==> src/rtl/pipe_pwr_pkg.sv <==
package pipe_pwr_pkg;
  typedef enum logic [1:0] {
    PWR_ON    = 2'b00,
    PWR_LIGHT = 2'b01,
    PWR_DEEP  = 2'b10,
    PWR_OFF   = 2'b11
  } pwr_e;

  localparam logic [2:0] ST_NONE     = 3'b000;
  localparam logic [2:0] ST_RX_FOUND = 3'b011;
endpackage

==> src/rtl/pipe_pwr_seq.sv <==
module pipe_pwr_seq
  import pipe_pwr_pkg::*;
#(
  parameter int unsigned DONE_LAT = 8
) (
  input  logic       clk_i,
  input  logic       rst_ni,
  input  logic [1:0] powerdown_i,
  input  logic       det_busy_i,
  output pwr_e       cur_o,
  output pwr_e       tgt_o,
  output logic       busy_o,
  output logic       start_o,
  output logic       done_o
);
  localparam int unsigned CW = (DONE_LAT > 1) ? $clog2(DONE_LAT) : 1;
  localparam logic [CW-1:0] LOAD = CW'(DONE_LAT - 1);

  pwr_e          cur_q, tgt_q;
  logic          busy_q, done_q;
  logic [CW-1:0] cnt_q;
  pwr_e          req;

  assign req     = pwr_e'(powerdown_i);
  assign start_o = !busy_q && !det_busy_i && (req != cur_q);

  always_ff @(posedge clk_i or negedge rst_ni) begin
    if (!rst_ni) begin
      cur_q  <= PWR_DEEP;
      tgt_q  <= PWR_DEEP;
      busy_q <= 1'b0;
      done_q <= 1'b0;
      cnt_q  <= '0;
    end else begin
      done_q <= 1'b0;
      if (start_o) begin
        tgt_q  <= req;
        busy_q <= 1'b1;
        cnt_q  <= LOAD;
      end else if (busy_q) begin
        if (cnt_q == '0) begin
          cur_q  <= tgt_q;
          busy_q <= 1'b0;
          done_q <= 1'b1;
        end else begin
          cnt_q <= cnt_q - 1'b1;
        end
      end
    end
  end

  assign cur_o  = cur_q;
  assign tgt_o  = tgt_q;
  assign busy_o = busy_q;
  assign done_o = done_q;
endmodule

==> src/rtl/pipe_rxdet.sv <==
module pipe_rxdet
  import pipe_pwr_pkg::*;
(
  input  logic       clk_i,
  input  logic       rst_ni,
  input  pwr_e       cur_i,
  input  logic       pwr_busy_i,
  input  logic       pwr_start_i,
  input  logic       tx_detect_i,
  input  logic       resp_valid_i,
  input  logic       resp_present_i,
  input  logic       err_valid_i,
  input  logic [2:0] err_code_i,
  output logic       det_busy_o,
  output logic       det_done_o,
  output logic [2:0] status_o
);
  logic       busy_q, done_q;
  logic [2:0] status_q;
  logic       accept, finish;

  // power change wins over a simultaneous detect request
  assign accept = (cur_i == PWR_DEEP) && !pwr_busy_i && !pwr_start_i
                  && !busy_q && tx_detect_i;
  assign finish = busy_q && resp_valid_i;

  always_ff @(posedge clk_i or negedge rst_ni) begin
    if (!rst_ni) begin
      busy_q   <= 1'b0;
      done_q   <= 1'b0;
      status_q <= ST_NONE;
    end else begin
      done_q <= finish;
      if (accept)      busy_q <= 1'b1;
      else if (finish) busy_q <= 1'b0;
      if (finish)           status_q <= resp_present_i ? ST_RX_FOUND : ST_NONE;
      else if (err_valid_i) status_q <= err_code_i;
      else                  status_q <= ST_NONE;
    end
  end

  assign det_busy_o = busy_q;
  assign det_done_o = done_q;
  assign status_o   = status_q;
endmodule

==> src/rtl/pipe_tx_ctl.sv <==
module pipe_tx_ctl
  import pipe_pwr_pkg::*;
(
  input  pwr_e cur_i,
  input  pwr_e tgt_i,
  input  logic busy_i,
  input  logic elecidle_i,
  input  logic loopback_i,
  input  logic compliance_i,
  input  logic beacon_i,
  output logic tx_idle_o,
  output logic loopback_o,
  output logic beacon_o,
  output logic force_disp_o
);
  logic stable_on, leaving_on;

  assign stable_on  = (cur_i == PWR_ON) && !busy_i;
  assign leaving_on = (cur_i == PWR_ON) && busy_i && (tgt_i != PWR_ON);

  always_comb begin
    beacon_o     = (cur_i == PWR_OFF) && !busy_i && beacon_i;
    loopback_o   = stable_on && loopback_i;
    force_disp_o = stable_on && compliance_i && !elecidle_i;
    unique case (cur_i)
      PWR_ON:  tx_idle_o = leaving_on || elecidle_i;
      PWR_OFF: tx_idle_o = !beacon_o;
      default: tx_idle_o = 1'b1;
    endcase
  end
endmodule

==> src/rtl/pipe_pwr_ctrl.sv <==
module pipe_pwr_ctrl
  import pipe_pwr_pkg::*;
#(
  parameter int unsigned DONE_LAT = 8
) (
  input  logic       clk_i,
  input  logic       rst_ni,
  input  logic [1:0] powerdown_i,
  input  logic       tx_elecidle_i,
  input  logic       loopback_i,
  input  logic       tx_compliance_i,
  input  logic       tx_beacon_i,
  input  logic       tx_detect_i,
  input  logic       det_resp_valid_i,
  input  logic       det_resp_present_i,
  input  logic       rx_err_valid_i,
  input  logic [2:0] rx_err_code_i,
  output logic [1:0] pwr_state_o,
  output logic       tx_idle_o,
  output logic       loopback_o,
  output logic       beacon_o,
  output logic       force_disp_o,
  output logic       det_req_o,
  output logic       phy_done_o,
  output logic [2:0] rx_status_o
);
  pwr_e cur, tgt;
  logic pwr_busy, pwr_start, pwr_done;
  logic det_busy, det_done;

  pipe_pwr_seq #(.DONE_LAT(DONE_LAT)) u_seq (
    .clk_i       (clk_i),
    .rst_ni      (rst_ni),
    .powerdown_i (powerdown_i),
    .det_busy_i  (det_busy),
    .cur_o       (cur),
    .tgt_o       (tgt),
    .busy_o      (pwr_busy),
    .start_o     (pwr_start),
    .done_o      (pwr_done)
  );

  pipe_rxdet u_det (
    .clk_i          (clk_i),
    .rst_ni         (rst_ni),
    .cur_i          (cur),
    .pwr_busy_i     (pwr_busy),
    .pwr_start_i    (pwr_start),
    .tx_detect_i    (tx_detect_i),
    .resp_valid_i   (det_resp_valid_i),
    .resp_present_i (det_resp_present_i),
    .err_valid_i    (rx_err_valid_i),
    .err_code_i     (rx_err_code_i),
    .det_busy_o     (det_busy),
    .det_done_o     (det_done),
    .status_o       (rx_status_o)
  );

  pipe_tx_ctl u_tx (
    .cur_i        (cur),
    .tgt_i        (tgt),
    .busy_i       (pwr_busy),
    .elecidle_i   (tx_elecidle_i),
    .loopback_i   (loopback_i),
    .compliance_i (tx_compliance_i),
    .beacon_i     (tx_beacon_i),
    .tx_idle_o    (tx_idle_o),
    .loopback_o   (loopback_o),
    .beacon_o     (beacon_o),
    .force_disp_o (force_disp_o)
  );

  assign pwr_state_o = cur;
  assign det_req_o   = det_busy;
  assign phy_done_o  = pwr_done | det_done;
endmodule

==> config.mk <==
export PLATFORM = sky130hd
export DESIGN_NAME = pipe_pwr_ctrl
export DESIGN_NICKNAME = d
export VERILOG_FILES = /design/src/rtl/pipe_pwr_pkg.sv /design/src/rtl/pipe_pwr_seq.sv /design/src/rtl/pipe_rxdet.sv /design/src/rtl/pipe_tx_ctl.sv /design/src/rtl/pipe_pwr_ctrl.sv
export SDC_FILE = /design/constraint.sdc
export NUM_CORES = 1
export LEC_CHECK = 0
export ABC_CLOCK_PERIOD_IN_PS = 2700
export BUFFER_PORTS_ARGS = -buffer_cell sky130_fd_sc_hd__buf_2
export CORE_MARGIN = 5
export CORE_UTILIZATION = 50
export CTS_CLUSTER_DIAMETER = 50
export DETAILED_ROUTE_END_ITERATION = 8
export MAX_ROUTING_LAYER = met4
export PLACE_DENSITY = 0.81
export REMOVE_ABC_BUFFERS = 1
export SYNTH_ARGS = -nofsm -noshare
export SYNTH_HDL_FRONTEND = slang
export SYNTH_HIERARCHICAL = 1
export SYNTH_SLANG_ARGS = --single-unit
export TNS_END_PERCENT = 100
==> constraint.sdc <==
create_clock -name clk_i -period 2.7 [get_ports clk_i]
set_clock_uncertainty 0.15 [all_clocks]
set_input_delay 0.81 -clock clk_i [delete_from_list [all_inputs] [get_ports clk_i]]
set_output_delay 0.81 -clock clk_i [all_outputs]
set_load 0.02 [all_outputs]
==> impl_results.md <==
- RSZ-0062 raised after global routing: false
- Worst-margin pin slew: 0.378 ns
- Ports: 26
- RePlAce Congestion: just over 0.7
- Largest net degree at the start of global routing: 15
- Flops & latches, synth: 14
- Num CTS Buffers: 3
- Sequential power share: 42.4%
- Post-synth ARST share: 100%
- Switching Share: 40.7%
- Max-cap violations: 0
- Final Cycle Share: 94.5%
- Synth Warn #: 6
- Sequential-to-total area share from yosys stat: 49.5%
- Setup_tns: 0 ns
- Slew Limit Fails: 0
- Status: finished clean
- HPWL after DPL: 1110 um
- Core box area: 0.00132 mm2
- Fmax: just under 400 MHz
- Share of layout cells above drive strength 1: approximately two fifths
- Postcts setup bufs: 0
- Psw: 361 uW
- Initial antenna violation count: 0
- Clock network power share: around an eighth
- Vias in the first global route: between 500 and 600
- CP Launch Point: u_seq/cur_o[1]
- Final Util: 66.8%
- Kind of critical path: reg -> out
- Synthesized area per cell: 10.5 um2
- Final setup vio count: 0
- Comb pwr share: 45.0%
- Root buf cell: clkbuf_4
- Die W: about 48 um
- Die Y-Extent: 47.8 um
- Max_slew headroom: around three quarters
- Mapped Cells: ~70
- Total wire length: ~1400 um
- Clk sinks: 14
- Final nets: 117
- CTS tree: built
- Wire per inst: around 13 um
- Final Hold Fails: 0
- First-pass GRT wire length: 2140 um
- Clk slew on worst S/H paths: 0.08 ns
- Reg2reg start: u_seq/cur_o[1]
- DR vias/cell: 5.14
- Post-route minimum period: 2.55 ns
- Die area: 0.00228 mm2
- Overflow after GRT: 0
- Pwr/cell area: 1010 mW/mm2
- Worst setup SP type: flop
- CP endpoint kind: output port
- Post-synthesis cell area: between 700 and 800 um2
- Ys flop type: dfrtp_1
- Detailed-route via count: between 500 and 600
- Leak pwr: 0.501 nW
- Hold Buf Count CTS: 0
- DR iter-0 viols: 21
- CTS Buffer Depth: 2
- CP arrival: 1.59 ns
- # DRC: 0
- EDFF count, synth: 0
- Post-CTS sizing: 0
- FP Rows: 13
- Area grow syn2layout: 23.3%
- Total track usage: between 10% and 20%
- Starting Density: 54.1%
- PortBufs: 25
- Ant diodes: 0
- Routed Antenna Nets: 0
- Crit-path max FO: 6
- WP data required: 1.74 ns
- HP Class: in -> async
- Latest clock arrival within the worst-skew pair: between 0.2 and 0.3 ns
- Int Pwr: around 530 uW
- Clock H-tree levels: 1
- First-pass DRT Iterations: 4
- Netlist cell types: 27
- Maximum vdd drop: 537 uV
[layout make-up]
class                   instances  area (um2)
clock buffers                   3        22.5
repair buffers                 25         125
flip-flops and latches         14         353
multi-input cells              43         319
well taps                      15        18.8
fillers                       113         438
inverters                      11        41.3
[worst paths after layout]
path                                   to  slack (ns)  cells past startpoint
setup / recovery                tx_idle_o        0.15                      5
hold / removal             u_seq/cnt_q[1]        0.26                      1
setup reg to reg           u_seq/tgt_o[0]        1.09                      3
hold reg to reg            u_seq/cnt_q[2]        0.39                      2
max in group asynchronous  u_seq/cur_o[1]        1.85                      1
min in group clk_i         u_seq/cnt_q[2]        0.39                      2
[logic make-up after synthesis]
kind of cell               after synthesis  synth area share, %
AOI/OAI and AO/OA                       12                 11.6
xor gates and xnor gates                 2                 2.46
adders and majority gates                4                 7.02
buffers and inverters                   11                 5.79
DFF                                     14                 49.5
muxes                                    4                 6.32
and+or+nand+nor                         21                 17.4
[flip-flops by register name (all words and copies together) (netlist names)]
signal	flops
u_det/det_done_o	1
u_det/status_o	3
u_seq/cur_o	2
u_seq/tgt_o	2
u_seq/busy_o	1
u_seq/done_o	1
u_det/det_busy_o	1
u_seq/cnt_q	3
[layer usage]
metal | wire length (um) | track usage [%] | part of all wire, %
met1 | 606 | 15.6 | 42
met2 | 708 | 24.0 | 49
met3 | 112 | 3.38 | 7.8
met4 | 13 | 8.06 | 0.90
met5 | 0 | - | 0
[critical path: stages (launching register included)]
cell and delay, ns:
dfstp_2 0.58, inv_1 0.06, ha_1 0.26, a21oi_1 0.14
o211ai_1 0.11, buf_2 0.17
[through the flow]
step | power, mW | instances | instance area, um2 | setup WS, ns | hold WS [ns]
2_1_floorplan | 0.652 | 68 | 713 | 0.422 | 0.330
3_3_place_gp | 0.753 | 108 | 857 | 0.379 | 0.353
3_5_place_dp | 0.781 | 108 | 857 | 0.336 | 0.373
4_1_cts | 0.894 | 111 | 880 | 0.126 | 0.267
5_1_grt | 0.956 | 111 | 880 | 0.0690 | 0.274
6_report | 0.888 | 111 | 880 | 0.148 | 0.261
[power groups by stage]
stage	combinational [mW]	clock, mW	sequential (mW)
2_1_floorplan	0.266	0	0.386
4_1_cts	0.401	0.117	0.376
3_3_place_gp	0.379	0	0.374
5_1_grt	0.439	0.125	0.393
3_5_place_dp	0.401	0	0.380
6_report	0.399	0.112	0.377
[cells in the mapped netlist, drive strengths merged (2+ instances only)]
master  instances  area (um2)
dfrtp          12         300
inv            11        41.3
o21ai           5        32.5
ha              4        50.1
mux2            4        45.0
nand2           4        15.0
a21oi           3        15.0
nor2            3        11.3
and2            2        13.8
and3            2        12.5
dfstp           2        52.6
nand3           2        10.0
o211ai          2        15.0
xor2            2        17.5
[placed cells by master, fill, tap and decap left out, types with 2 or more instances in the layout]
cell type | Yosys | routed
o21ai_0 | 2 | 2
o211ai_1 | 2 | 2
nor2_1 | 3 | 3
xor2_1 | 2 | 2
dfstp_2 | 2 | 2
ha_1 | 4 | 4
buf_2 | 0 | 25
mux2_2 | 4 | 4
nand2_1 | 4 | 4
and3_1 | 2 | 2
dfrtp_1 | 12 | 12
clkbuf_4 | 0 | 3
o21ai_2 | 2 | 2
inv_1 | 11 | 11
a21oi_1 | 3 | 3
nand3_1 | 2 | 2
No activity file was read; power rests on OpenSTA's default activity.
